--- src/rtl/irq_gate.sv ---
module irq_gate #(
  parameter int N_SRC = 16,
  parameter int N_MOD = 8,
  parameter int MW    = 3,
  parameter int DW    = 16,
  parameter int AW    = 4,
  parameter logic [N_SRC*MW-1:0] SRC_MOD = {3'd7, {5{3'd1}}, {10{3'd0}}}
) (
  input  logic             clk,
  input  logic             rst_n,
  input  logic [AW-1:0]    addr,
  input  logic             wr_en,
  input  logic [DW-1:0]    wr_data,
  output logic [DW-1:0]    rd_data,
  input  logic [N_SRC-1:0] hw_evt,
  input  logic             take_ack,
  input  logic             hdl_return,
  output logic             irq_req,
  output logic             in_service,
  output logic [DW-1:0]    vector_addr
);
  localparam logic [AW-1:0] A_CTRL = AW'(0);
  localparam logic [AW-1:0] A_MOD  = AW'(1);
  localparam logic [AW-1:0] A_LOC  = AW'(2);
  localparam logic [AW-1:0] A_FLAG = AW'(3);
  localparam logic [AW-1:0] A_VEC  = AW'(4);
  localparam int            PBASE  = 8;

  logic             glb_en_q, ins_q;
  logic [N_MOD-1:0] mod_en_q;
  logic [N_SRC-1:0] loc_en_q, flag_q;
  logic [DW-1:0]    vec_q;
  logic [N_SRC-1:0] mod_ok, live;
  logic [N_SRC-1:0] member [N_MOD];

  genvar gi, gm;
  generate
    for (gi = 0; gi < N_SRC; gi++) begin : g_src
      assign mod_ok[gi] = mod_en_q[SRC_MOD[gi*MW +: MW]];
    end
    for (gm = 0; gm < N_MOD; gm++) begin : g_mod
      for (gi = 0; gi < N_SRC; gi++) begin : g_mem
        assign member[gm][gi] = (SRC_MOD[gi*MW +: MW] == MW'(gm));
      end
    end
  endgenerate

  assign live        = flag_q & loc_en_q & mod_ok;
  assign irq_req     = glb_en_q & ~ins_q & (|live);
  assign in_service  = ins_q;
  assign vector_addr = vec_q;

  wire take = take_ack & irq_req;
  wire wr_ctrl = wr_en && addr == A_CTRL;

  always_ff @(posedge clk or negedge rst_n) begin
    if (!rst_n) begin
      glb_en_q <= 1'b0;
      ins_q    <= 1'b0;
      mod_en_q <= '0;
      loc_en_q <= '0;
      flag_q   <= '0;
      vec_q    <= '0;
    end else begin
      if (take)            ins_q <= 1'b1;
      else if (hdl_return) ins_q <= 1'b0;
      else if (wr_ctrl)    ins_q <= wr_data[1];
      if (wr_ctrl) glb_en_q <= wr_data[0];
      if (wr_en && addr == A_MOD) mod_en_q <= wr_data[N_MOD-1:0];
      if (wr_en && addr == A_LOC) loc_en_q <= wr_data[N_SRC-1:0];
      if (wr_en && addr == A_VEC) vec_q    <= wr_data;
      if (wr_en && addr == A_FLAG) flag_q <= wr_data[N_SRC-1:0] | hw_evt;
      else                         flag_q <= flag_q | hw_evt;
    end
  end

  always_comb begin
    rd_data = '0;
    if (int'(addr) >= PBASE && int'(addr) < PBASE + N_MOD)
      rd_data[N_SRC-1:0] = flag_q & loc_en_q & member[int'(addr) - PBASE];
    else
      case (addr)
        A_CTRL: rd_data[1:0]       = {ins_q, glb_en_q};
        A_MOD:  rd_data[N_MOD-1:0] = mod_en_q;
        A_LOC:  rd_data[N_SRC-1:0] = loc_en_q;
        A_FLAG: rd_data[N_SRC-1:0] = flag_q;
        A_VEC:  rd_data            = vec_q;
        default: rd_data = '0;
      endcase
  end
endmodule

--- config.mk ---
export PLATFORM = sky130hd
export DESIGN_NAME = irq_gate
export DESIGN_NICKNAME = d
export VERILOG_FILES = /design/src/rtl/irq_gate.sv
export SDC_FILE = /design/constraint.sdc
export NUM_CORES = 1
export LEC_CHECK = 0
export BUFFER_PORTS_ARGS = -buffer_cell sky130_fd_sc_hd__buf_2
export CORE_ASPECT_RATIO = 1.5
export CORE_MARGIN = 2
export CORE_UTILIZATION = 35
export DETAILED_ROUTE_END_ITERATION = 10
export GPL_TIMING_DRIVEN = 0
export REMOVE_ABC_BUFFERS = 1
export SLEW_MARGIN = 0
export SYNTH_ARGS = -nofsm -noshare
export SYNTH_HDL_FRONTEND = slang
export SYNTH_SLANG_ARGS = --single-unit
--- constraint.sdc ---
create_clock -name clk -period 2.88 [get_ports clk]
set_clock_uncertainty 0.2 [all_clocks]
set_input_delay 0.144 -clock clk [delete_from_list [all_inputs] [get_ports clk]]
set_output_delay 0.144 -clock clk [all_outputs]
set_load 0.01 [all_outputs]
==> impl_metrics.tcl <==
set metrics [dict create \
    antenna_found_initial 0 \
    fin_crit_sh_pct 91.2 \
    synth-seq-area-share_pct 49.0 \
    grt_pass1_wl_mm 13.1 \
    nets 419 \
    async_flop_share_pct 100 \
    num_vias 2521 \
    yosys_most_used_dff "dfrtp_1" \
    rows 41 \
    p_comb_share_pct 20.6 \
    ys_warn_count 0 \
    first_iter_violations 131 \
    ys_types 42 \
    core_area_mm2 0.00831 \
    cts_setup_buffers 0 \
    place_area_mm2 0.00341 \
    synth_common_cells "dfrtp_1 (58), mux2_2 (31), nand2_1 (30), o21ai_0 (12)" \
    setup_viol 0 \
    clock_path_buffers 2 \
    drc 0 \
    cts_inserted_buffers 9 \
    p_sw_mw 0.701 \
    critPathLaunchType "input port" \
    stdcell_area_mm2 0.00422 \
    synthesis.area_mm2 0.00296 \
    htreeDepth 3 \
    path_class "input port to flip-flop" \
    ys_seq_elements 58 \
    tightestPinTransition_ns 1.07 \
    max-slew-margin-rel_pct 28.6 \
    worstPathRequired_ns 2.88 \
    cts_sinks 58 \
    cts-root-buf "clkbuf_16" \
    grt_usage_pct 18.8 \
    pwr-share-seq_pct 40.4 \
    tritoncts "yes" \
    wirelength_mm 8.22 \
    rsz0062_at_grt "false" \
    die_h_um 117 \
    max_freq_mhz 381 \
    synth_top_area_share_pct 49.0 \
    first_pass_iters 4 \
    dp_cells 423 \
    clk_latency_ns 0.32 \
    layout-drive-gt1-share_pct 36.0 \
    wl_per_cell_um 16.8 \
    die_area_mm2 0.00924 \
    finalHoldViolations 0 \
    grt_max_degree 59 \
    dp_hpwl_mm 5.35 \
    internal_power_mw 1.97 \
    avgSynthCellArea_um2 11.7 \
    crit_path_max_fanout 15 \
    final.fill_count 800 \
    status "completed" \
    grt_pass1_vias 2614 \
    cp.arrival_ns 2.63 \
    initial_utilization_pct 35.7 \
    period_minus_slack_ns 2.63 \
    synth.most_common_cell "dfrtp_1" \
    gp_congestion 0.778 \
    setup_tns_ns 0 \
    cellPowerDensity_mw_per_mm2 633 \
    ir_drop_uv 390 \
    synth_cells 254 \
    ff_latch_area_mm2 0.00145 \
    antenna_left 0 \
    die_x_um 79.1 \
    synth_edf_count 0 \
    utilization_pct 50.8 \
    holdWs_ns 0.0743 \
    drv_cap 0 \
    end_kind "flip-flop" \
    synth_top_cell_by_area "dfrtp_1" \
    p_total_mw 2.67 \
    clkTransAtPathRegs_ns 0.05 \
    area_delta_synth_final_pct 42.5 \
    switching_share_pct 26.2 \
    finalNonFillerCells 490 \
    place_ws_ns 0.293 \
    r2r_slack_ns 0.59 \
    slew_viol_final 0 \
    boundaryPins 75 \
    p_clk_share_pct 39.0 \
    setup_slack_ns 0.252 \
    grt_overflow 0 \
    port_buffers 74 \
    multi_input_area_mm2 0.00140 \
    vias_per_cell 5.14 \
    antenna_cells 0 \
    hold_class "input port to flip-flop" \
    synthTopCellsByArea "dfrtp_1 (49%), mux2_2 (12%), mux2_4 (5.1%)" \
    leakagePower_nw 1.98 \
]
registers in the layout, summed over array words and instances (netlist names):
signal	count
glb_en_q	1
vector_addr	16
loc_en_q	16
flag_q	16
mod_en_q	8
in_service	1
worst max-delay path: stages:
cell,delay [ns]
buf_2,0.31
and4bb_2,0.51
and2_1,0.55
buf_8,0.23
nor2_1,0.05
a211o_1,0.25
dlygate4sd3_1,0.56
repair_timing:
action	4_1_cts	5_1_grt
gates resized for setup	0	0
hold endpoints to repair	116	0
hold buffers	51	0
layer usage:
metal  routed length (um)  part of all wire [%]  track usage [%]  vias up
li1                     -                     -                -     1194
met1                 3260                    40             22.0     1237
met2                 4370                    53             33.4       79
met3                  427                   5.2             5.10       11
met4                  164                   2.0             6.21        0
met5                    0                     0                0        -
layout by cell type (no fill, tap or decap), types with 2 or more instances in the layout:
master and n:
a211o_1 8, a21o_1 2, a21oi_1 8, a221o_1 2, a222oi_1 7, a22o_1 5
a22oi_1 2, a2bb2oi_1 2, and2_1 2, buf_2 73, clkbuf_16 9, clkbuf_8 5
dfrtp_1 58, dlygate4sd3_1 51, inv_1 10, mux2_2 31, mux2_4 10, mux2i_1 8
nand2_1 30, nand2b_1 2, nand3b_1 9, nor2_1 8, nor3_1 3, o21ai_0 12
o22a_1 5
power by group through the flow:
stage	clock, mW	sequential (mW)	combinational, mW
after floorplan	0	1.09	0.282
after global placement	0	1.08	0.501
after detailed placement	0	1.09	0.508
after CTS	1.07	1.08	0.557
after global routing	1.10	1.10	0.605
final	1.04	1.08	0.552
cell families (layout without fill, tap and decap cells):
family,Yosys count,count (layout),synth area share [%]
flops,58,58,49.0
buf+inv,23,152,3.84
mux,49,49,19.5
compound gates,60,60,15.3
simple gates,64,64,12.3
final timing paths:
check | start | endpoint | depth (start not counted)
min in group asynchronous | rst_n | flag_q[11]$_DFF_PN0_ | 2
setup / recovery | addr[0] | flag_q[3]$_DFF_PN0_ | 7
hold reg to reg | mod_en_q[3]$_DFFE_PN0P_ | mod_en_q[3]$_DFFE_PN0P_ | 1
max in group asynchronous | rst_n | flag_q[7]$_DFF_PN0_ | 2
hold / removal | wr_en | glb_en_q$_DFFE_PN0P_ | 3
setup reg to reg | loc_en_q[6]$_DFFE_PN0P_ | in_service$_DFFE_PN0P_ | 5
layout make-up:
type | instances | area share, %
multi-input cells | 173 | 33.1
inverters | 10 | 0.889
repair buffers | 126 | 21.3
clock inverters | 1 | 0.119
flip-flops and latches | 58 | 34.4
well taps | 107 | 3.17
clock buffers | 15 | 7.05
No activity file was read; power rests on OpenSTA's default activity.
